==> config.mk <==
export PLATFORM = sky130hd
export DESIGN_NAME = useq_ctrl
export DESIGN_NICKNAME = d
export VERILOG_FILES = /design/src/rtl/useq_pkg.sv /design/src/rtl/useq_store.sv /design/src/rtl/useq_dispatch.sv /design/src/rtl/useq_next.sv /design/src/rtl/useq_ctrl.sv
export SDC_FILE = /design/constraint.sdc
export NUM_CORES = 1
export LEC_CHECK = 0
export ABC_AREA = 0
export BUFFER_PORTS_ARGS = -buffer_cell sky130_fd_sc_hd__buf_2
export CAP_MARGIN = 20
export CORE_UTILIZATION = 52
export CTS_CLUSTER_DIAMETER = 80
export DETAILED_ROUTE_END_ITERATION = 6
export HOLD_SLACK_MARGIN = 0.03
export PLACE_DENSITY = 0.88
export REMOVE_ABC_BUFFERS = 1
export SLEW_MARGIN = 10
export SYNTH_ARGS = -nofsm -noshare
export SYNTH_HDL_FRONTEND = slang
export SYNTH_SLANG_ARGS = --single-unit
==> constraint.sdc <==
create_clock -name clk -period 3.74 [get_ports clk]
set_input_delay 0 -clock clk [delete_from_list [all_inputs] [get_ports clk]]
set_output_delay 0 -clock clk [all_outputs]
set_load 0.02 [all_outputs]
==> src/rtl/useq_pkg.sv <==
// Package: shared micro-word layout and encodings for the microcoded
// control sequencer. Assumes a 16-word store addressed by UA_W bits.
package useq_pkg;

    localparam int UA_W = 4;
    localparam int OP_W = 6;

    // Sequencing codes carried in each micro-word
    localparam logic [1:0] NX_SEQ   = 2'b00;
    localparam logic [1:0] NX_DISP  = 2'b01;
    localparam logic [1:0] NX_FETCH = 2'b10;
    localparam logic [1:0] NX_COND  = 2'b11;

    // Zero-flag test polarity
    localparam logic CND_EQ = 1'b0;
    localparam logic CND_NE = 1'b1;

    // ALU A source
    localparam logic SA_PC = 1'b0;
    localparam logic SA_RS = 1'b1;

    // ALU B source
    localparam logic [1:0] SB_RT   = 2'b00;
    localparam logic [1:0] SB_FOUR = 2'b01;
    localparam logic [1:0] SB_IMM  = 2'b10;
    localparam logic [1:0] SB_IMM4 = 2'b11;

    // ALU function
    localparam logic [2:0] AF_ADD = 3'd0;
    localparam logic [2:0] AF_SUB = 3'd1;
    localparam logic [2:0] AF_AND = 3'd2;
    localparam logic [2:0] AF_OR  = 3'd3;
    localparam logic [2:0] AF_SLT = 3'd4;

    // Register write-back selection
    localparam logic [1:0] RW_NONE   = 2'b00;
    localparam logic [1:0] RW_RD_ALU = 2'b01;
    localparam logic [1:0] RW_RT_MDR = 2'b10;
    localparam logic [1:0] RW_RT_ALU = 2'b11;

    // Program counter update
    localparam logic [1:0] PS_HOLD = 2'b00;
    localparam logic [1:0] PS_ALU  = 2'b01;
    localparam logic [1:0] PS_AOUT = 2'b10;
    localparam logic [1:0] PS_JMP  = 2'b11;

    // Micro-addresses of routine entry points
    localparam logic [UA_W-1:0] UA_FETCH  = 4'd0;
    localparam logic [UA_W-1:0] UA_DECODE = 4'd1;
    localparam logic [UA_W-1:0] UA_LW     = 4'd2;
    localparam logic [UA_W-1:0] UA_SW     = 4'd5;
    localparam logic [UA_W-1:0] UA_RTYPE  = 4'd7;
    localparam logic [UA_W-1:0] UA_BEQ    = 4'd9;
    localparam logic [UA_W-1:0] UA_BEQ_NT = 4'd10;
    localparam logic [UA_W-1:0] UA_JMP    = 4'd11;
    localparam logic [UA_W-1:0] UA_ADDI   = 4'd12;
    localparam logic [UA_W-1:0] UA_BNE    = 4'd14;
    localparam logic [UA_W-1:0] UA_BNE_NT = 4'd15;

    // Opcodes recognised by the dispatch map
    localparam logic [OP_W-1:0] OP_RTYPE = 6'h00;
    localparam logic [OP_W-1:0] OP_JMP   = 6'h02;
    localparam logic [OP_W-1:0] OP_BEQ   = 6'h04;
    localparam logic [OP_W-1:0] OP_BNE   = 6'h05;
    localparam logic [OP_W-1:0] OP_ADDI  = 6'h08;
    localparam logic [OP_W-1:0] OP_LW    = 6'h23;
    localparam logic [OP_W-1:0] OP_SW    = 6'h2B;

    typedef struct packed {
        logic       src_a;
        logic [1:0] src_b;
        logic [2:0] alu_fun;
        logic [1:0] reg_we;
        logic       mem_rd;
        logic       mem_wr;
        logic [1:0] pc_src;
        logic       ir_we;
        logic       cond;
        logic [1:0] nxt;
    } uword_t;

    // Builds one micro-word from its fields
    function automatic uword_t mk_uw(
        input logic       sa,
        input logic [1:0] sb,
        input logic [2:0] af,
        input logic [1:0] rw,
        input logic       mr,
        input logic       mw,
        input logic [1:0] ps,
        input logic       ir,
        input logic       cd,
        input logic [1:0] nx
    );
        uword_t w;
        w.src_a   = sa;
        w.src_b   = sb;
        w.alu_fun = af;
        w.reg_we  = rw;
        w.mem_rd  = mr;
        w.mem_wr  = mw;
        w.pc_src  = ps;
        w.ir_we   = ir;
        w.cond    = cd;
        w.nxt     = nx;
        return w;
    endfunction

endpackage

==> src/rtl/useq_store.sv <==
// Control store: constant table of micro-words, one per micro-address.
// Purely combinational; an address with no routine reads a word that
// does nothing and returns to fetch.
module useq_store
    import useq_pkg::*;
#(
    parameter int AW = UA_W
) (
    input  logic [AW-1:0] addr,
    output uword_t        word
);

    // Table look-up of the micro-word at addr
    always_comb begin
        case (addr)
            UA_FETCH:  word = mk_uw(SA_PC, SB_FOUR, AF_ADD, RW_NONE,   1'b0, 1'b0, PS_ALU,  1'b1, CND_EQ, NX_SEQ);
            UA_DECODE: word = mk_uw(SA_PC, SB_IMM4, AF_ADD, RW_NONE,   1'b0, 1'b0, PS_HOLD, 1'b0, CND_EQ, NX_DISP);
            4'd2:      word = mk_uw(SA_RS, SB_IMM,  AF_ADD, RW_NONE,   1'b0, 1'b0, PS_HOLD, 1'b0, CND_EQ, NX_SEQ);
            4'd3:      word = mk_uw(SA_PC, SB_RT,   AF_ADD, RW_NONE,   1'b1, 1'b0, PS_HOLD, 1'b0, CND_EQ, NX_SEQ);
            4'd4:      word = mk_uw(SA_PC, SB_RT,   AF_ADD, RW_RT_MDR, 1'b0, 1'b0, PS_HOLD, 1'b0, CND_EQ, NX_FETCH);
            4'd5:      word = mk_uw(SA_RS, SB_IMM,  AF_ADD, RW_NONE,   1'b0, 1'b0, PS_HOLD, 1'b0, CND_EQ, NX_SEQ);
            4'd6:      word = mk_uw(SA_PC, SB_RT,   AF_ADD, RW_NONE,   1'b0, 1'b1, PS_HOLD, 1'b0, CND_EQ, NX_FETCH);
            4'd7:      word = mk_uw(SA_RS, SB_RT,   AF_ADD, RW_NONE,   1'b0, 1'b0, PS_HOLD, 1'b0, CND_EQ, NX_SEQ);
            4'd8:      word = mk_uw(SA_PC, SB_RT,   AF_ADD, RW_RD_ALU, 1'b0, 1'b0, PS_HOLD, 1'b0, CND_EQ, NX_FETCH);
            4'd9:      word = mk_uw(SA_RS, SB_RT,   AF_SUB, RW_NONE,   1'b0, 1'b0, PS_AOUT, 1'b0, CND_EQ, NX_COND);
            4'd10:     word = mk_uw(SA_PC, SB_RT,   AF_ADD, RW_NONE,   1'b0, 1'b0, PS_HOLD, 1'b0, CND_EQ, NX_FETCH);
            4'd11:     word = mk_uw(SA_PC, SB_RT,   AF_ADD, RW_NONE,   1'b0, 1'b0, PS_JMP,  1'b0, CND_EQ, NX_FETCH);
            4'd12:     word = mk_uw(SA_RS, SB_IMM,  AF_ADD, RW_NONE,   1'b0, 1'b0, PS_HOLD, 1'b0, CND_EQ, NX_SEQ);
            4'd13:     word = mk_uw(SA_PC, SB_RT,   AF_ADD, RW_RT_ALU, 1'b0, 1'b0, PS_HOLD, 1'b0, CND_EQ, NX_FETCH);
            4'd14:     word = mk_uw(SA_RS, SB_RT,   AF_SUB, RW_NONE,   1'b0, 1'b0, PS_AOUT, 1'b0, CND_NE, NX_COND);
            4'd15:     word = mk_uw(SA_PC, SB_RT,   AF_ADD, RW_NONE,   1'b0, 1'b0, PS_HOLD, 1'b0, CND_EQ, NX_FETCH);
            default:   word = mk_uw(SA_PC, SB_RT,   AF_ADD, RW_NONE,   1'b0, 1'b0, PS_HOLD, 1'b0, CND_EQ, NX_FETCH);
        endcase
    end

    // No stored word strobes both memory directions
    always_comb begin
        p_store_rdwr_r12: assert (!(word.mem_rd && word.mem_wr));
    end

endmodule

==> src/rtl/useq_dispatch.sv <==
// Opcode dispatch map: turns the 6-bit opcode into the entry address of
// its micro-routine. Unknown opcodes are sent back to fetch.
module useq_dispatch
    import useq_pkg::*;
#(
    parameter int OW = OP_W,
    parameter int AW = UA_W
) (
    input  logic [OW-1:0] opcode,
    output logic [AW-1:0] entry
);

    logic hit;

    // Map look-up with a hit flag for recognised opcodes
    always_comb begin
        hit = 1'b1;
        case (opcode)
            OP_RTYPE: entry = UA_RTYPE;
            OP_LW:    entry = UA_LW;
            OP_SW:    entry = UA_SW;
            OP_BEQ:   entry = UA_BEQ;
            OP_BNE:   entry = UA_BNE;
            OP_JMP:   entry = UA_JMP;
            OP_ADDI:  entry = UA_ADDI;
            default: begin
                hit   = 1'b0;
                entry = UA_FETCH;
            end
        endcase
    end

    // A recognised opcode never lands on the shared fetch/decode words
    always_comb begin
        if (hit) begin
            p_disp_entry_r4: assert (entry > UA_DECODE);
        end
    end

endmodule

==> src/rtl/useq_next.sv <==
// Next-address logic: chooses the following micro-address from the NEXT
// code of the current word, the dispatch entry and the zero-flag test.
module useq_next
    import useq_pkg::*;
#(
    parameter int AW = UA_W
) (
    input  logic [AW-1:0] upc,
    input  logic [1:0]    nxt,
    input  logic          cond,
    input  logic          zero,
    input  logic [AW-1:0] disp_addr,
    output logic          cond_met,
    output logic [AW-1:0] upc_nxt
);

    logic [AW-1:0] upc_inc;

    // Zero-flag test under the word's polarity
    always_comb begin
        cond_met = (cond == CND_NE) ? !zero : zero;
        upc_inc  = AW'(upc + 1'b1);
    end

    // Selection of the next micro-address
    always_comb begin
        case (nxt)
            NX_SEQ:   upc_nxt = upc_inc;
            NX_DISP:  upc_nxt = disp_addr;
            NX_FETCH: upc_nxt = UA_FETCH;
            default:  upc_nxt = cond_met ? UA_FETCH : upc_inc;
        endcase
    end

endmodule

==> src/rtl/useq_ctrl.sv <==
// Microcoded control sequencer top. Holds the micro-PC, reads the
// control store and drives the datapath control lines. Assumes the
// datapath samples the outputs in the cycle they are shown and that the
// opcode is stable from fetch through decode.
module useq_ctrl
    import useq_pkg::*;
(
    input  logic       clk,
    input  logic       rst_n,
    input  logic [5:0] opcode,
    input  logic       zero,
    output logic       src_a,
    output logic [1:0] src_b,
    output logic [2:0] alu_fun,
    output logic [1:0] reg_we,
    output logic       mem_rd,
    output logic       mem_wr,
    output logic [1:0] pc_src,
    output logic       ir_we,
    output logic [3:0] uaddr
);

    logic [UA_W-1:0] upc;
    logic [UA_W-1:0] upc_nxt;
    logic [UA_W-1:0] disp_addr;
    logic            cond_met;
    uword_t          uw;

    useq_store #(.AW(UA_W)) i_store (
        .addr (upc),
        .word (uw)
    );

    useq_dispatch #(.OW(OP_W), .AW(UA_W)) i_disp (
        .opcode (opcode),
        .entry  (disp_addr)
    );

    useq_next #(.AW(UA_W)) i_next (
        .upc       (upc),
        .nxt       (uw.nxt),
        .cond      (uw.cond),
        .zero      (zero),
        .disp_addr (disp_addr),
        .cond_met  (cond_met),
        .upc_nxt   (upc_nxt)
    );

    // Micro-PC register with synchronous active-low reset to fetch
    always_ff @(posedge clk) begin
        if (!rst_n) upc <= UA_FETCH;
        else        upc <= upc_nxt;
    end

    // Field fan-out; a failed branch test holds the PC
    always_comb begin
        src_a   = uw.src_a;
        src_b   = uw.src_b;
        alu_fun = uw.alu_fun;
        reg_we  = uw.reg_we;
        mem_rd  = uw.mem_rd;
        mem_wr  = uw.mem_wr;
        ir_we   = uw.ir_we;
        pc_src  = (uw.nxt == NX_COND && !cond_met) ? PS_HOLD : uw.pc_src;
        uaddr   = upc;
    end

    p_reset_fetch_r1: assert property (@(posedge clk)
        !rst_n |=> (uaddr == UA_FETCH));

    p_fetch_decode_r2: assert property (@(posedge clk) disable iff (!rst_n)
        (uaddr == UA_FETCH) |=> (uaddr == UA_DECODE));

    p_irwe_fetch_r2: assert property (@(posedge clk) disable iff (!rst_n)
        ir_we |-> (uaddr == UA_FETCH));

    p_sw_end_r6: assert property (@(posedge clk) disable iff (!rst_n)
        (uaddr == 4'd6) |=> (uaddr == UA_FETCH));

    p_beq_taken_r9: assert property (@(posedge clk) disable iff (!rst_n)
        (uaddr == UA_BEQ && zero) |=> (uaddr == UA_FETCH));

    p_beq_fall_r9: assert property (@(posedge clk) disable iff (!rst_n)
        (uaddr == UA_BEQ && !zero) |=> (uaddr == UA_BEQ_NT));

    p_bne_taken_r10: assert property (@(posedge clk) disable iff (!rst_n)
        (uaddr == UA_BNE && !zero) |=> (uaddr == UA_FETCH));

    p_jump_only_r11: assert property (@(posedge clk) disable iff (!rst_n)
        (pc_src == PS_JMP) |-> (uaddr == UA_JMP));

    p_rdwr_excl_r12: assert property (@(posedge clk) disable iff (!rst_n)
        !(mem_rd && mem_wr));

endmodule

==> results of run 1 <==
cell type report:
cell class                 instances  share of cell area (%)
multi-input combinational         75                    50.6
sequential                        18                    30.9
timing repair buffer              24                    10.7
inverter                           9                    2.90
tap                               27                    2.90
clock buffer                       3                    1.93
Yosys cell counts, drive strengths merged (2+ instances only):
master   instances
o31ai            2
xnor2            3
nand3            3
nand2            7
nor2b            3
ha               5
and2             3
nor3b            2
a22o             4
mux2             2
nor3             2
inv              9
dfxtp           18
xor2             2
o31a             2
o22ai            2
nor2             3
a2111oi          2
o41ai            2
and4b            2
buf             12
o21ai            3
stage by stage:
step / setup slack, ns / power (mW) / hold WS, ns
after floorplan: 1.64 / 0.449 / 0.0604
after global placement: 1.42 / 0.518 / 0.293
after detailed placement: 1.24 / 0.528 / 0.294
after CTS: 1.19 / 0.626 / 0.318
after global routing: 0.959 / 0.662 / 0.380
final: 1.14 / 0.624 / 0.346
flip-flops by register name, indices dropped and copies added (netlist names):
signal,cells
i_store.word,14
uaddr,4
worst max path at each step:
stage	from	endpoint	cells past startpoint
2_1_floorplan	i_store.word[0]$_DFF_P_	i_store.word[14]$_DFF_P_	10
3_3_place_gp	i_store.word[0]$_DFF_P_	i_store.word[14]$_DFF_P_	10
3_5_place_dp	i_store.word[0]$_DFF_P_	i_store.word[14]$_DFF_P_	10
4_1_cts	i_store.word[0]$_DFF_P_	i_store.word[14]$_DFF_P_	10
5_1_grt	i_store.word[0]$_DFF_P_	i_store.word[14]$_DFF_P_	10
6_report	i_store.word[0]$_DFF_P_	i_store.word[14]$_DFF_P_	10
worst register-to-register path: cells and delay by family, from the launching register on:
family / cells / cell delay [ns]
and+or+nand+nor: 2 / 0.57
adders and majority gates: 1 / 0.23
AOI/OAI and AO/OA: 5 / 1.10
DFF: 1 / 0.41
buffers and inverters: 2 / 0.23
logic make-up after synthesis:
kind of cell    Yosys count
compound gates           25
xor+xnor                  5
fa+ha+maj                 5
buf+inv                  22
flops                    18
mux                       3
other cells               1
simple gates             35
power breakdown:
part	switching, mW	internal [mW]
registers	0.0191	0.229
clock network	0.0565	0.0375
logic	0.173	0.109
layer usage:
layer	up-vias	share of wire, %	GRT usage (%)
met5	-	0	0
met2	42	48	32.6
met1	426	43	28.8
met4	0	1.1	7.78
li1	432	-	-
met3	3	7.2	4.53
repair_timing:
item | in CTS | in global routing
hold endpoints to repair | 1 | 0
resized for setup | 0 | 0
hold buffers | 1 | 0
==> results.cfg, run 1 <==
[outcome]
status = completed

[sta]
grt_setup_unrepaired = no
finalCritPeriodShare_pct = 69.6
hold_viol = 0
drv_slew = 0
maxSlewHeadroom_pct = 57.2
fin_setup_tns_ns = 0
period_minus_slack_ns = 2.60
tightest_slew_ns = 0.638
finalClockSkew_ns = 0.00134
setup_violations = 0
max_freq_mhz = 384

[synthesis]
synthMuxAreaShare_pct = 3.36
synthArstFlopShare_pct = 0
syn-cell-area_mm2 = 0.00108
synthCells = 114
synth.distinct_cells = 53
synth_xor_area_share_pct = 4.05
synth-seq-area-share_pct = 33.3
synth_edf_count = 0
synth_top_family_by_area = compound AO/OA/AOI/OAI gates
yosys.area.top_type = dfxtp_1
synth-compound-area-share_pct = 21.1
syn_area_per_cell_um2 = 9.48
netlist.area_leader.share_pct = 33.3
synth_warnings = 0
yosys.area_share.simple_pct = 19.7
ys.flop_type = dfxtp_1
synth_fa_ha_area_share_pct = 5.79
synthTopCellsByArea = dfxtp_1 33%, ha_1 5.8%, buf_4 4.9%, buf_6 3.1%, inv_1 2.8%
ys_seq_elements = 18

[finish]
antennaDiodeCount = 0
num-nets-final = 145
regArea_um2 = 360
nFillCells = 185
final_util_pct = 59.4
fin_area_mm2 = 0.00117
instances_no_fill = 156
drive_gt1_share_pct = 28.7
area_delta_synth_final_pct = 7.87
final_cell_mix = 23 x buf_2, 18 x dfxtp_1, 8 x inv_1, 7 x nand2_1, 5 x ha_1
multi_input_area_um2 = 591
final_common_cell = buf_2

[setup_path]
cpMostUsedCell = inv_1
r2r_cells = 10
crit_type = reg2reg
crit_arrival_ns = 2.82
worst-path-buf-inv = 2
slowest_delay_ns = 0.41
path_cells = nor3b_1 -> o31a_1 -> a22o_1 -> nand2_1 -> inv_1 -> ha_1 -> inv_1 -> a221oi_1 -> a41oi_1 -> o22ai_1
cp.required_ns = 3.96
start_kind = flip-flop
critPathSlowestCell = dfxtp_1
critPathTopFamily = compound AO/OA/AOI/OAI gates
worstReg2RegEnd = i_store.word[14]$_DFF_P_
crit_path_end_kind = flip-flop
worstPathMaxFanout = 7
ff2ff_setup_slack_ns = 1.14
r2r_start = i_store.word[0]$_DFF_P_

[drt]
drt_iter0_markers = 31
vias = 903
route.detailed.drc = 0
firstDrtPassIters = 4
ant_nets = 0
wirelength_um = 2190
wire_per_inst_um = 14.1
vias_per_cell = 5.79

[min_path]
worstHoldStart = opcode[0]
holdPathEnd = i_store.word[9]$_DFF_P_
hold_depth = 5
hp-class = in2reg

[grt]
grt_use_total_pct = 21.1
grt_pass1_vias = 693
grt_pass1_wl_um = 3260
grt_start_max_net_pins = 12
grt-ovfl-total = 0
antenna_found_initial = 0

[clock_tree]
clk_path_buf_depth = 2
cts-root-buf = clkbuf_4
cts_max_level = 1
cts_buffers = 3
clock-sinks = 18
path_clk_slew_ns = 0.09
cts_setup_buffers = 0
insertion_delay_ns = 0.29
cts_tree = yes

[placement]
dpl.hpwl_um = 1600
dpl_cell_area_mm2 = 0.00113
io_buffers = 23
gp_congestion = 0.880
dp_cells = 152

[floorplan]
io_pins = 26
core_area_mm2 = 0.00196
die_w_um = 47.6
initial_core_util_pct = 55.1
dieArea_mm2 = 0.00227
fp.dieH_um = 47.6
rows = 16

[pwr]
power.leakage_nw = 0.562
power_density_mw_per_mm2 = 535
ir_drop_v = 0.000346

[flow_run]
drv_cap = 0
No activity file was read; power rests on OpenSTA's default activity.
==> run 2: changes to the inputs <==
==> constraint.sdc (replaced) <==
create_clock -name clk -period 2.5 [get_ports clk]
set_input_delay 0 -clock clk [delete_from_list [all_inputs] [get_ports clk]]
set_output_delay 0 -clock clk [all_outputs]
set_load 0.02 [all_outputs]
==> run 2 against run 1 <==
Net effect: first-iteration DRC count shrank 3.2%; design area grew 3.5%; clock skew increased by 0.0030 ns; critical endpoint unchanged; largest cell class unchanged.
==> results.cfg, run 2 (synthesis results as in run 1) <==
[sta]
drv_slew = 0
fin_setup_tns_ns = 0
finalClockSkew_ns = 0.00437
setup_ws_ns = 0.298
period_minus_slack_ns = 2.20
finalCritPeriodShare_pct = 88.1
grt_setup_unrepaired = no
max_freq_mhz = 454
setup_violations = 0
hold_viol = 0
hold_slack_ns = 0.336

[floorplan]
initial_core_util_pct = 55.1
fp.dieH_um = 47.6
core_area_mm2 = 0.00196
die_w_um = 47.6
io_pins = 26
rows = 16
dieArea_mm2 = 0.00227

[grt]
grt_use_total_pct = 20.2
grt_start_max_net_pins = 12
grt-ovfl-total = 0
grt_pass1_vias = 712
antenna_found_initial = 0
grt_pass1_wl_um = 3110

[setup_path]
cp.required_ns = 2.73
start_kind = flip-flop
ff2ff_setup_slack_ns = 0.30
worstPathMaxFanout = 5
worstReg2RegEnd = i_store.word[14]$_DFF_P_
r2r_start = i_store.word[0]$_DFF_P_
critPathSlowestCell = dfxtp_1
cpMostUsedCell = inv_1
r2r_cells = 10
slowest_delay_ns = 0.36
crit_arrival_ns = 2.43
crit_type = reg2reg
crit_path_end_kind = flip-flop
path_cells = or2_2 -> o21ai_1 -> a22o_1 -> nand2_1 -> inv_1 -> ha_1 -> inv_1 -> a221oi_1 -> a41oi_1 -> o22ai_1

[drt]
route.detailed.drc = 0
firstDrtPassIters = 4
wire_per_inst_um = 12.9
vias = 883
drt_iter0_markers = 30
ant_nets = 0
vias_per_cell = 5.52
wirelength_um = 2070

[finish]
largest_reg_flops = 14
num-nets-final = 148
nFillCells = 173
final_cell_mix = 23 x buf_2, 18 x dfxtp_1, 8 x inv_1, 7 x nand2_1, 5 x ha_1
antennaDiodeCount = 0
drive_gt1_share_pct = 31.6
final_common_cell = buf_2
area_delta_synth_final_pct = 11.7

[placement]
gp_congestion = 0.900
dpl.hpwl_um = 1530
io_buffers = 23
dp_slack_ns = 0.272

[clock_tree]
cts_tree = yes
cts_setup_buffers = 0
insertion_delay_ns = 0.30
cts_max_level = 1
clk_path_buf_depth = 2
cts-root-buf = clkbuf_4
cts_buffers = 3
path_clk_slew_ns = 0.11
clock-sinks = 18

[pwr]
ir_drop_v = 0.000563
power.leakage_nw = 0.586
power_density_mw_per_mm2 = 820

[min_path]
hp-class = in2reg
holdPathEnd = i_store.word[9]$_DFF_P_
worstHoldStart = opcode[0]
hold_depth = 5

[outcome]
status = completed

[flow_run]
drv_cap = 0
## run 2: how the worst max path moves through the flow
stage,startpoint,to,cells after the start
after global placement,i_store.word[0]$_DFF_P_,i_store.word[14]$_DFF_P_,10
final,i_store.word[0]$_DFF_P_,i_store.word[14]$_DFF_P_,10
after floorplan,i_store.word[0]$_DFF_P_,i_store.word[14]$_DFF_P_,10
after global routing,i_store.word[0]$_DFF_P_,i_store.word[14]$_DFF_P_,10
after detailed placement,i_store.word[0]$_DFF_P_,i_store.word[14]$_DFF_P_,10
after CTS,i_store.word[0]$_DFF_P_,i_store.word[14]$_DFF_P_,10
## run 2: what timing repair did
item,CTS,global route
endpoints found under the hold margin,1,0
endpoints found under the setup margin,0,1
hold buffers,1,0
resized for setup,0,1
## run 2: cell type report
| class | instances | area [um^2] | share of cell area [%] |
|---|---|---|---|
| multi-input cells | 75 | 596 | 49.3 |
| flip-flops and latches | 18 | 360 | 29.8 |
| repair buffers | 27 | 148 | 12.2 |
| clock buffers | 4 | 36.3 | 3.01 |
| inverters | 9 | 33.8 | 2.80 |
| well taps | 27 | 33.8 | 2.80 |
## run 2: layer usage
layer  wire [um]  vias to the layer above  track usage (%)
met5           0                        -                0
met4          25                        0             7.22
met3         142                        2             7.55
met2         963                       33             29.9
met1         936                      411             27.1
li1            -                      437                -
## run 2: power by group
part	total [mW]	internal, mW	switching (mW)
sequential	0.369	0.343	0.0266
combinational	0.438	0.181	0.256
clock	0.183	0.0889	0.0943
## run 2: critical path, delay by kind of cell (launching register included)
family                   cells  cell delay (ns)
AO/OA/AOI/OAI                5             0.92
AND/OR/NAND/NOR              2             0.43
flip-flops                   1             0.36
buffers and inverters        2             0.21
adder cells (fa/ha/maj)      1             0.21
## run 2: metrics by stage
stage	utilization (%)	area, um^2	total power, mW	instances
floorplan	-	985	0.672	102
global placement	58.9	1160	0.791	155
detailed placement	58.9	1160	0.804	155
CTS	61.3	1200	0.989	160
global route	61.5	1210	1.06	160
finish	61.5	1210	0.990	160
==> run 3: changes to the inputs <==
--- a/config.mk
+++ b/config.mk
@@ -8,11 +8,12 @@
 export ABC_AREA = 0
 export BUFFER_PORTS_ARGS = -buffer_cell sky130_fd_sc_hd__buf_2
 export CAP_MARGIN = 20
-export CORE_UTILIZATION = 52
+export CORE_UTILIZATION = 35
+export CTS_BUF_LIST = sky130_fd_sc_hd__clkbuf_4 sky130_fd_sc_hd__clkbuf_8
 export CTS_CLUSTER_DIAMETER = 80
 export DETAILED_ROUTE_END_ITERATION = 6
 export HOLD_SLACK_MARGIN = 0.03
-export PLACE_DENSITY = 0.88
+export PLACE_DENSITY = 0.66
 export REMOVE_ABC_BUFFERS = 1
 export SLEW_MARGIN = 10
 export SYNTH_ARGS = -nofsm -noshare
==> run 3 against run 2 <==
Net effect: the run now ends with design-rule violations left; critical path type unchanged; power down 4.0%; setup slack worse by 0.14 ns; highest routed layer unchanged; worst hold slack worse by 0.032 ns; first-iteration DRC count down 37%; largest cell class unchanged; non-clock buffer count down 1.
==> results.cfg, run 3 (synthesis results as in run 1) <==
[outcome]
status = finished, violations left
violations = design-rule violations

[clock_tree]
cts_buffers = 3
cts_tree = yes
cts_setup_buffers = 0
cts-root-buf = clkbuf_4
clk_path_buf_depth = 2
insertion_delay_ns = 0.30
cts_max_level = 1
path_clk_slew_ns = 0.10
clock-sinks = 18

[setup_path]
start_kind = flip-flop
critPathSlowestCell = dfxtp_1
r2r_start = i_store.word[0]$_DFF_P_
slowest_delay_ns = 0.41
worstPathMaxFanout = 5
crit_type = reg2reg
cp-startpoint = i_store.word[0]$_DFF_P_
critPathTopFamily = compound AO/OA/AOI/OAI gates
worst-path-buf-inv = 2
cp.required_ns = 2.66
crit_arrival_ns = 2.50
cpMostUsedCell = inv_1
crit_path_end_kind = flip-flop
path_cells = nor3b_1 -> o31a_1 -> a22o_1 -> and2_1 -> inv_1 -> ha_1 -> inv_1 -> a221oi_1 -> a41oi_1 -> o22ai_1

[sta]
grt_setup_unrepaired = no
period_minus_slack_ns = 2.34
finalClockSkew_ns = 0.00954
fin_setup_tns_ns = 0
hold_slack_ns = 0.303
drv_slew = 0
setup_violations = 0
max_freq_mhz = 427
tightest_slew_ns = 0.644
maxSlewHeadroom_pct = 56.8
finalCritPeriodShare_pct = 93.8
hold_viol = 0

[finish]
final_common_cell = buf_2
num-nets-final = 147
antennaDiodeCount = 0
area_delta_synth_final_pct = 9.72
final_cell_mix = 23 x buf_2, 18 x dfxtp_1, 8 x inv_1, 7 x nand2_1, 5 x ha_1
largest_reg_flops = 14
drive_gt1_share_pct = 29.8

[drt]
wirelength_um = 2140
vias = 886
wire_per_inst_um = 13.2
firstDrtPassIters = 7
drt_iter0_markers = 19
ant_nets = 0
vias_per_cell = 5.47
route.detailed.drc = 2

[pwr]
power_density_mw_per_mm2 = 801
ir_drop_v = 0.000455
power.leakage_nw = 0.572
total_power_mw = 0.950

[flow_run]
drv_cap = 0

[placement]
io_buffers = 23
dpl.hpwl_um = 1610
gp_congestion = 0.826

[floorplan]
fp.dieH_um = 57.6
core_area_mm2 = 0.00283
die_w_um = 57.6
dieArea_mm2 = 0.00331
initial_core_util_pct = 38.2
io_pins = 26
rows = 19

[min_path]
hp-class = in2reg
worstHoldStart = opcode[0]

[grt]
grt-ovfl-total = 0
grt_pass1_vias = 823
grt_pass1_wl_um = 3550
grt_start_max_net_pins = 12
grt_use_total_pct = 14.2
antenna_found_initial = 0
-- run 3: cell count changes in the layout (fill, tap and decap cells not counted), sizes merged --
cell    delta
buf        -1
clkbuf     -1
-- run 3: worst paths after layout --
path / endpoint / slack [ns] / cells past startpoint
setup / recovery: i_store.word[14]$_DFF_P_ / 0.16 / 10
hold / removal: i_store.word[9]$_DFF_P_ / 0.30 / 5
setup reg to reg: i_store.word[14]$_DFF_P_ / 0.16 / 10
hold reg to reg: i_store.word[9]$_DFF_P_ / 0.70 / 4
-- run 3: where the power goes --
group	leakage [nW]	total [mW]	internal (mW)	switching, mW
registers	0.147	0.372	0.343	0.0292
clock network	0.0138	0.143	0.0562	0.0870
logic	0.411	0.435	0.179	0.256
total	0.572	0.950	0.578	0.373
-- run 3: per-layer routing --
metal	part of all wire [%]	vias up	track usage [%]
met5	0	-	0
met1	43	415	15.6
met4	0.79	0	6.27
li1	-	437	-
met2	48	32	24.4
met3	8.0	2	5.22
-- run 3: final cells by class --
class,instances,area (um^2)
fill,289,1640
multi-input combinational,75,591
sequential,18,360
timing repair buffer,26,140
tap,31,38.8
inverter,9,33.8
clock buffer,3,22.5
-- run 3: timing repair --
| action | CTS | global route |
|---|---|---|
| hold buffers | 1 | 0 |
| endpoints found under the hold margin | 1 | 0 |
| setup endpoints to repair | 0 | 0 |
| resized for setup | 0 | 0 |
-- run 3: worst register-to-register path: cells and delay by family, from the launching register on --
kind,cells,cell delay [ns]
AOI/OAI and AO/OA,5,0.84
DFF,1,0.41
buffers and inverters,2,0.17
adders and majority gates,1,0.22
and+or+nand+nor,2,0.57
-- run 3: per-stage QoR --
step | util [%] | instance area [um^2] | worst slack (ns) | cells
floorplan | - | 985 | 0.405 | 102
global placement | 40.8 | 1150 | 0.343 | 158
detailed placement | 40.8 | 1150 | 0.224 | 158
CTS | 41.9 | 1190 | 0.193 | 162
global route | 41.9 | 1190 | 0.00930 | 162
finish | 41.9 | 1190 | 0.156 | 162
